[src/rtl/ledc_pkg.sv]
package ledc_pkg;

   typedef enum logic [2:0] {
      ST_IDLE,
      ST_SLO,
      ST_SHI,
      ST_LWAIT,
      ST_LPULSE,
      ST_DONE
   } ledc_state_e;

   // ceil(ns * MHz / 1000), never below one cycle
   function automatic int unsigned ns_to_cyc(input int unsigned ns, input int unsigned mhz);
      int unsigned c;
      c = (ns * mhz + 999) / 1000;
      return (c == 0) ? 1 : c;
   endfunction

   function automatic int unsigned max2(input int unsigned a, input int unsigned b);
      return (a > b) ? a : b;
   endfunction

endpackage

[src/rtl/ledc_serializer.sv]
module ledc_serializer #(
   parameter int unsigned WIDTH = 32
) (
   input  logic             clk,
   input  logic             rst,
   input  logic             load,
   input  logic [WIDTH-1:0] load_data,
   input  logic             advance,
   output logic             sdi
);

   generate
      if (WIDTH == 1) begin : g_single
         always_ff @(posedge clk) begin
            if (rst)       sdi <= 1'b0;
            else if (load) sdi <= load_data[0];
         end
      end else begin : g_multi
         logic [WIDTH-1:0] word_q;
         always_ff @(posedge clk) begin
            if (rst) begin
               word_q <= '0;
               sdi    <= 1'b0;
            end else if (load) begin
               word_q <= load_data;
               sdi    <= load_data[WIDTH-1];
            end else if (advance) begin
               word_q <= {word_q[WIDTH-2:0], 1'b0};
               sdi    <= word_q[WIDTH-2];
            end
         end
      end
   endgenerate

endmodule

[src/rtl/ledc_frame_seq.sv]
module ledc_frame_seq
   import ledc_pkg::*;
#(
   parameter int unsigned TOTAL   = 32,
   parameter int unsigned LO_CYC  = 3,
   parameter int unsigned HI_CYC  = 2,
   parameter int unsigned LSU_CYC = 2,
   parameter int unsigned LE_CYC  = 3
) (
   input  logic clk,
   input  logic rst,
   input  logic in_valid,
   output logic in_ready,
   output logic load,
   output logic advance,
   output logic sclk,
   output logic le,
   output logic frame_done
);

   localparam int unsigned MAXC = max2(max2(LO_CYC, HI_CYC), max2(LSU_CYC, LE_CYC));
   localparam int unsigned PH_W = $clog2(MAXC + 1);
   localparam int unsigned BL_W = $clog2(TOTAL + 1);

   ledc_state_e      st_q;
   logic [PH_W-1:0]  ph_q;
   logic [BL_W-1:0]  left_q;
   logic             ph_end;
   logic             last_bit;

   assign ph_end   = (ph_q == '0);
   assign last_bit = (left_q == BL_W'(1));
   assign in_ready = (st_q == ST_IDLE);
   assign load     = in_ready && in_valid;
   assign advance  = (st_q == ST_SHI) && ph_end && !last_bit;

   always_ff @(posedge clk) begin
      if (rst) begin
         st_q       <= ST_IDLE;
         ph_q       <= '0;
         left_q     <= '0;
         sclk       <= 1'b0;
         le         <= 1'b0;
         frame_done <= 1'b0;
      end else begin
         case (st_q)
            ST_IDLE: begin
               frame_done <= 1'b0;
               if (in_valid) begin
                  st_q   <= ST_SLO;
                  ph_q   <= PH_W'(LO_CYC - 1);
                  left_q <= BL_W'(TOTAL);
                  sclk   <= 1'b0;
               end
            end
            ST_SLO: begin
               if (ph_end) begin
                  st_q <= ST_SHI;
                  ph_q <= PH_W'(HI_CYC - 1);
                  sclk <= 1'b1;
               end else begin
                  ph_q <= ph_q - 1'b1;
               end
            end
            ST_SHI: begin
               if (ph_end) begin
                  sclk <= 1'b0;
                  if (last_bit) begin
                     st_q <= ST_LWAIT;
                     ph_q <= PH_W'(LSU_CYC - 1);
                  end else begin
                     st_q   <= ST_SLO;
                     ph_q   <= PH_W'(LO_CYC - 1);
                     left_q <= left_q - 1'b1;
                  end
               end else begin
                  ph_q <= ph_q - 1'b1;
               end
            end
            ST_LWAIT: begin
               if (ph_end) begin
                  st_q <= ST_LPULSE;
                  ph_q <= PH_W'(LE_CYC - 1);
                  le   <= 1'b1;
               end else begin
                  ph_q <= ph_q - 1'b1;
               end
            end
            ST_LPULSE: begin
               if (ph_end) begin
                  st_q       <= ST_DONE;
                  le         <= 1'b0;
                  frame_done <= 1'b1;
               end else begin
                  ph_q <= ph_q - 1'b1;
               end
            end
            default: begin
               st_q       <= ST_IDLE;
               frame_done <= 1'b0;
            end
         endcase
      end
   end

endmodule

[src/rtl/ledc_blank_gate.sv]
module ledc_blank_gate #(
   parameter int unsigned OE_CYC = 9
) (
   input  logic clk,
   input  logic rst,
   input  logic blank_req,
   output logic oe_n
);

   localparam int unsigned HW = $clog2(OE_CYC + 1);

   logic [HW-1:0] hold_q;

   always_ff @(posedge clk) begin
      if (rst) begin
         oe_n   <= 1'b1;
         hold_q <= '0;
      end else if (hold_q != '0) begin
         hold_q <= hold_q - 1'b1;
      end else if (blank_req != oe_n) begin
         oe_n   <= blank_req;
         hold_q <= HW'(OE_CYC - 1);
      end
   end

endmodule

[src/rtl/ledchain_loader.sv]
module ledchain_loader
   import ledc_pkg::*;
#(
   parameter int unsigned DEV_COUNT      = 2,
   parameter int unsigned CH_PER_DEV     = 16,
   parameter int unsigned SYS_MHZ        = 125,
   parameter int unsigned SCLK_MAX_MHZ   = 30,
   parameter int unsigned T_SETUP_NS     = 5,
   parameter int unsigned T_HOLD_NS      = 5,
   parameter int unsigned T_CLKW_NS      = 16,
   parameter int unsigned T_LATW_NS      = 20,
   parameter int unsigned T_LSU_NS       = 15,
   parameter int unsigned T_OEW_NS       = 70
) (
   input  logic                                clk,
   input  logic                                rst,
   input  logic                                in_valid,
   output logic                                in_ready,
   input  logic [DEV_COUNT*CH_PER_DEV-1:0]     in_data,
   input  logic                                blank_req,
   output logic                                sdi,
   output logic                                sclk,
   output logic                                le,
   output logic                                oe_n,
   output logic                                frame_done
);

   localparam int unsigned TOTAL   = DEV_COUNT * CH_PER_DEV;
   localparam int unsigned PER_CYC = (SYS_MHZ + SCLK_MAX_MHZ - 1) / SCLK_MAX_MHZ;
   localparam int unsigned HI_CYC  = max2(ns_to_cyc(T_CLKW_NS, SYS_MHZ), ns_to_cyc(T_HOLD_NS, SYS_MHZ));
   localparam int unsigned LO_MIN  = max2(ns_to_cyc(T_CLKW_NS, SYS_MHZ), ns_to_cyc(T_SETUP_NS, SYS_MHZ));
   localparam int unsigned LO_CYC  = (PER_CYC > HI_CYC) ? max2(LO_MIN, PER_CYC - HI_CYC) : LO_MIN;
   localparam int unsigned LSU_CYC = ns_to_cyc(T_LSU_NS, SYS_MHZ);
   localparam int unsigned LE_CYC  = ns_to_cyc(T_LATW_NS, SYS_MHZ);
   localparam int unsigned OE_CYC  = ns_to_cyc(T_OEW_NS, SYS_MHZ);

   generate
      if (DEV_COUNT < 1) begin : g_bad_dev
         $error("DEV_COUNT must be at least 1");
      end
      if (CH_PER_DEV < 1) begin : g_bad_ch
         $error("CH_PER_DEV must be at least 1");
      end
      if (SCLK_MAX_MHZ < 1 || SYS_MHZ < 1) begin : g_bad_clk
         $error("clock frequencies must be nonzero");
      end
   endgenerate

   logic load;
   logic advance;

   ledc_frame_seq #(
      .TOTAL  (TOTAL),
      .LO_CYC (LO_CYC),
      .HI_CYC (HI_CYC),
      .LSU_CYC(LSU_CYC),
      .LE_CYC (LE_CYC)
   ) u_seq (
      .clk       (clk),
      .rst       (rst),
      .in_valid  (in_valid),
      .in_ready  (in_ready),
      .load      (load),
      .advance   (advance),
      .sclk      (sclk),
      .le        (le),
      .frame_done(frame_done)
   );

   ledc_serializer #(
      .WIDTH(TOTAL)
   ) u_ser (
      .clk      (clk),
      .rst      (rst),
      .load     (load),
      .load_data(in_data),
      .advance  (advance),
      .sdi      (sdi)
   );

   ledc_blank_gate #(
      .OE_CYC(OE_CYC)
   ) u_blank (
      .clk      (clk),
      .rst      (rst),
      .blank_req(blank_req),
      .oe_n     (oe_n)
   );

endmodule

[config.mk]
export PLATFORM = sky130hd
export DESIGN_NAME = ledchain_loader
export DESIGN_NICKNAME = d
export VERILOG_FILES = /design/src/rtl/ledc_pkg.sv /design/src/rtl/ledc_serializer.sv /design/src/rtl/ledc_frame_seq.sv /design/src/rtl/ledc_blank_gate.sv /design/src/rtl/ledchain_loader.sv
export SDC_FILE = /design/constraint.sdc
export NUM_CORES = 1
export LEC_CHECK = 0
export CORE_MARGIN = 4
export CORE_UTILIZATION = 47
export DETAILED_ROUTE_END_ITERATION = 12
export PLACE_DENSITY_LB_ADDON = 0.15
export SLEW_MARGIN = 25
export SYNTH_ARGS = -nofsm -noshare
export SYNTH_HDL_FRONTEND = slang
export SYNTH_SLANG_ARGS = --single-unit
[constraint.sdc]
create_clock -name clk -period 1.74 [get_ports clk]
set_clock_uncertainty 0.1 [all_clocks]
set_input_delay 0.261 -clock clk [delete_from_list [all_inputs] [get_ports clk]]
set_output_delay 0.261 -clock clk [all_outputs]
set_load 0.05 [all_outputs]
### Yosys cells after proc, flatten, opt, wreduce, memory -nomap -nowiden

Cells that the tools add are included.

| cells by class | value |
|---|---|
| add/subtract/negate cells | 3 |
| multipliers | 0 |
| div/mod/pow operators | 0 |
| order comparisons | 0 |
| equal/unequal tests | 13 |
| shift operators | 0 |
| mux-type cells | 30 |
| bitwise logic cells | 2 |
| reductions and logical operators | 21 |

Operators by type and width:

| operator | count |
|---|---|
| 2-to-1 mux 31 bit | 2 |
| 2-to-1 mux 6 bit | 3 |
| 2-to-1 mux 3 bit | 5 |
| one-hot mux 3 bit (5 select lines) | 1 |
| 2-to-1 mux 2 bit | 7 |
| one-hot mux 6 bit (2 select lines) | 1 |
| one-hot mux 2 bit (5 select lines) | 1 |
| 2-to-1 mux 4 bit | 2 |
| != test 2 x 1 -> 1 bit, second input constant | 4 |
| AND reduction 4 bit | 2 |
| nonzero test 2 bit | 4 |
| == test 3 x 2 -> 1 bit, second input constant | 2 |
| == test 6 x 1 -> 1 bit, second input constant | 1 |
| != test 2 bit, second input constant | 3 |
| AND reduction 3 bit | 2 |
| subtractor 6 x 1 -> 6 bit, second input constant | 1 |
| 2-to-1 mux 1 bit | 5 |
| AND reduction 5 bit | 1 |
| nonzero test 5 bit | 1 |
| one-hot mux 1 bit (2 select lines) | 2 |
| AND reduction 2 bit | 2 |
| nonzero test 4 bit | 1 |
| subtractor 4 x 1 -> 4 bit, second input constant | 1 |
| == test 3 x 1 -> 1 bit, second input constant | 1 |
| 11 further kinds | 14 |

| word-level totals | value |
|---|---|
| register bits after elaboration | 51 |
| bits in latches | 0 |
| bits in writable memories | 0 |
| ROM bits | 0 |
| bits of input ports | 36 |
| output and inout bits | 6 |
| logic and storage cells | 79 |
| memories | 0 |

### Longest topological paths before layout

Gate-level depths: netlist (run 1).

| logic depth | value |
|---|---|
| depth in word-level cells | 5 |
| gate-level depth with buffers | 9 |
| mapped depth without buffers | 6 |

### Hierarchy

From an unflattened synthesis (run 1), not the netlist that was laid out.

| unflattened totals | value |
|---|---|
| cell total of the unflattened synthesis | 283 |
| area, all modules | 2,811.4 um^2 |

Modules (own cells, without submodules):

| module | times used | cells each | area each (um^2) | sequential area each (um^2) |
|---|---|---|---|---|
| ledc_serializer | 1 | 142 | 1,661.6 | 640.6 |
| ledc_frame_seq | 1 | 118 | 944.7 | 280.3 |
| ledc_blank_gate | 1 | 23 | 205.2 | 100.1 |

### Worst setup path before layout (run 1)

No wires, ideal clock.

| path | value |
|---|---|
| path type | register to register |
| start point | reg u_seq.left_q[2] |
| end point | reg u_ser.sdi |
| setup time | 0.128 ns |
| arrival | 1.677 ns |
| data required time | 1.512 ns |
| slack | -0.164 ns |
| stages on the path, launching flop included | 8 |
| path buffers | 3 |
| clock period less this slack | 1.904 ns |
| cell sequence | dfxtp_1 -> or3_1 -> buf_6 -> o2111a_1 -> buf_6 -> buf_6 -> a222oi_1 -> nor2_1 |

| on the way | value |
|---|---|
| word-level cells in the longest chain between the ends | 4 |

Ends and longest elaborated chain:

| element | RTL line | text |
|---|---|---|
| start: declaration | ledc_frame_seq.sv:27 | `logic [BL_W-1:0] left_q;` |
| start signal: assignment | ledc_frame_seq.sv:52 | `left_q <= BL_W'(TOTAL);` |
| start signal: assignment | ledc_frame_seq.sv:74 | `left_q <= left_q - 1'b1;` |
| == test 6 x 1 -> 1 bit | ledc_frame_seq.sv:32 | `assign last_bit = (left_q == BL_W'(1));` |
| zero test 1 bit | ledc_frame_seq.sv:35 | `assign advance = (st_q == ST_SHI) && ph_end && !last_bit;` |
| logical AND 1 bit | ledc_frame_seq.sv:35 |  |
| nonzero test 2 bit (no line) | n/a |  |
| end signal: assignment | ledc_serializer.sv:26 | `sdi <= load_data[WIDTH-1];` |
| end signal: assignment | ledc_serializer.sv:29 | `sdi <= word_q[WIDTH-2];` |
| end: declaration | ledc_serializer.sv:9 | `output logic sdi` |

Every way passes these cells.
A chain may end at the register's enable or synchronous reset.

### Final worst setup path (run 1)

| path | value |
|---|---|
| start point | reg u_seq.left_q[2] |
| end point | reg u_ser.g_multi.word_q[9] |

| on the way | value |
|---|---|
| word-level cells in the longest chain between the ends | 4 |

Ends and longest elaborated chain:

| element | RTL line | text |
|---|---|---|
| == test 6 x 1 -> 1 bit | ledc_frame_seq.sv:32 |  |
| zero test 1 bit | ledc_frame_seq.sv:35 |  |
| logical AND 1 bit | ledc_frame_seq.sv:35 |  |
| nonzero test 2 bit (no line) | n/a |  |
| end signal: assignment | ledc_serializer.sv:25 | `word_q <= load_data;` |
| end signal: assignment | ledc_serializer.sv:28 | `word_q <= {word_q[WIDTH-2:0], 1'b0};` |
| end: declaration | ledc_serializer.sv:19 | `logic [WIDTH-1:0] word_q;` |

Every way passes these cells.

==> metrics.cfg, run 1 <==
[run_status]
status = finished, violations left
violations = setup timing

[setup_path]
arrival_ns = 1.96
start_kind = flop
end_kind = flop
r2r_cells = 5
required_ns = 1.83
path_class = flop to flop
cp_max_fo = 12

[cells_and_area]
drive_gt1_share_pct = 30.7
fillCellCount = 372
final_cells = 403
n_antenna_cell = 0
multiInputGateArea_um2 = 1340
nets = 376
design_area_um2 = 3420
ff_latch_area_um2 = 1030
syn_to_final_growth_pct = 47.5

[detailed_routing]
avgViaCountPerCell = 5.76
wl_per_cell_um = 15.1
drtPass1Iterations = 7
via_count = 2320
route.detailed.drc = 0
wl_um = 6100
detailedRoute.firstIterationViolations = 148
antenna_left = 0

[floorplan]
dieArea_um2 = 6130
die_h_um = 78.3
ios = 42
core.rowCount = 25
die_w_um = 78.3
start_util_pct = 48.8
coreArea_um2 = 4750

[global_routing]
grt_max_degree = 32
grt_overflow = 0
grt_usage_pct = 18.7
grt_first_pass_wirelength_um = 9280
antenna_found_initial = 0
grt_pass1_vias = 2106

[synth]
synth.most_common_cell = nor2_1
yosysTopAreaCellShare_pct = 44.0
syn_inst = 261
synth_top_flop_cell = dfxtp_1
synth_top_cell_by_area = dfxtp_1
syn_area_per_cell_um2 = 8.89
synth.area.top_cells = dfxtp_1 (44%), a222oi_1 (10%), nor2_1 (8.6%)
synth-simple-area-share_pct = 21.6
synth_edf_count = 0
ys_async_sr_fraction_pct = 0
synth_top_family_by_area = compound AO/OA/AOI/OAI gates
yosysWarnings = 0
ys_seq_area_share_pct = 44.0
synthMuxAreaShare_pct = 1.78
synth_fa_ha_area_share_pct = 2.70
synth_common_cells = nor2_1 (53), dfxtp_1 (51), a222oi_1 (24)
synthDistinctLibCells = 45
synth_xor_area_share_pct = 0.377
ys_ff_latch = 51
synth_nets = 302
netlist_area_um2 = 2320
synth-compound-area-share_pct = 23.0

[timing]
hold-worst-slack_ns = 0.385
rsz0062_at_grt = true
period_needed_ns = 1.86
slew_viol_final = 0
slew-limit-headroom_pct = 72.2
setup_viol = 34
tightest_slew_ns = 0.416
fin_crit_sh_pct = 107
hold_viol = 0
max_freq_mhz = 536
worst_slack_ns = -0.124

[placed_design]
place.gp.congestion = 0.821
port_buffers = 41
placed_area_um2 = 3040
dp_hpwl_um = 3850
numPlacedInstances = 386
dp_slack_ns = -0.267

[clocking]
clock_latency_ns = 0.31
clkTransAtPathRegs_ns = 0.10
root_buffer = clkbuf_8
clock_path_buffers = 2
tritoncts = done
clock_sinks = 51
cts_htree_levels = 2
numCtsBuffers = 5

[pwr]
power.leakage_nw = 1.34
ir_worst_vdd_uv = 525
powerDensity_nw_per_um2 = 1010
finalPower_mw = 3.47

[hold_path]
hold_path_depth = 2
hold_class = flop to flop

[job]
drv_cap = 0

## final cells by class
| type | instances | share of cell area (%) |
|---|---|---|
| multi-input combinational | 180 | 39.0 |
| sequential | 51 | 30.2 |
| inverter | 7 | 0.768 |
| timing repair buffer | 90 | 25.0 |
| clock buffer | 5 | 2.01 |
| clock inverter | 3 | 0.548 |
| tap | 67 | 2.45 |
## per-stage QoR
step	TNS [ns]	utilization (%)
global route	-4.09	72.0
floorplan	-2.21	-
detailed placement	-6.96	63.9
CTS	-2.04	68.1
finish	-2.23	72.0
global placement	-6.99	63.9
## repair_timing
item | CTS | global route
hold buffers | 0 | 0
buffers inserted | 3 | 3
setup endpoints to repair | 36 | 39
pin swaps | 4 | 30
hold endpoints to repair | 0 | 0
resized for setup | 20 | 34
gates cloned | 0 | 3
## worst max-delay path, stage by stage (launching register included)
cell and delay (ns):
dfxtp_1 0.32, or3_4 0.41, o2111a_2 0.33, clkbuf_16 0.18, a222oi_1 0.32, nor2_1 0.09
## registers in the layout, indices dropped and copies added, names as in the netlist
name and count:
u_seq.sclk 1, u_ser.sdi 1, u_seq.left_q 6, u_blank.hold_q 4, u_seq.ph_q 2, u_seq.frame_done 1
u_seq.le 1, u_seq.st_q 3, u_blank.oe_n 1, u_ser.g_multi.word_q 31
## layer usage
metal | vias to the layer above | wire, um | global-route usage, %
met5 | - | 0 | 0
met4 | 0 | 34 | 6.29
met3 | 5 | 309 | 4.01
met2 | 70 | 3040 | 32.2
met1 | 1110 | 2720 | 23.1
li1 | 1135 | - | -
## logic make-up after synthesis
| kind of cell | Yosys count |
|---|---|
| AO/OA/AOI/OAI | 67 |
| XOR/XNOR | 1 |
| buffers and inverters | 30 |
| multiplexers | 4 |
| adder cells (fa/ha/maj) | 5 |
| AND/OR/NAND/NOR | 103 |
| flip-flops | 51 |
## cell usage in the layout (no fill, tap or decap), types with 4 or more instances in the layout
cell type,netlist,final
o21ai_0,10,9
nor2_1,53,48
buf_4,2,43
nand2_1,8,8
clkdlybuf4s50_1,0,35
nor3_2,0,5
buf_12,0,4
a222oi_1,24,24
nor3_1,9,4
buf_6,4,7
inv_2,0,4
clkbuf_8,0,5
a21oi_1,10,9
dfxtp_1,51,46
nor4_1,9,7
nor2b_1,4,4
## report_power, final
group | internal (mW) | switching, mW | total, mW
sequential | 1.33 | 0.129 | 1.46
combinational | 0.692 | 0.636 | 1.33
clock | 0.284 | 0.402 | 0.686
total | 2.31 | 1.17 | 3.47
## path summary, 6_finish.rpt
check,from,end,slack [ns]
worst max-delay path,u_seq.left_q[2],u_ser.g_multi.word_q[9],-0.12
worst max register to register,u_seq.left_q[2],u_ser.g_multi.word_q[9],-0.12
worst min register to register,u_seq.le,u_seq.le,0.39
worst min-delay path,u_seq.le,u_seq.le,0.39
No activity file was read; power rests on OpenSTA's default activity.
==> run 2: changes to the inputs <==
--- a/config.mk
+++ b/config.mk
@@ -8,6 +8,7 @@
 export CORE_MARGIN = 4
 export CORE_UTILIZATION = 47
 export DETAILED_ROUTE_END_ITERATION = 12
+export HOLD_SLACK_MARGIN = 0.15
 export PLACE_DENSITY_LB_ADDON = 0.15
 export SLEW_MARGIN = 25
 export SYNTH_ARGS = -nofsm -noshare
==> results of run 2 <==
The final DEF is identical to that of run 1; final timing and power are the same.
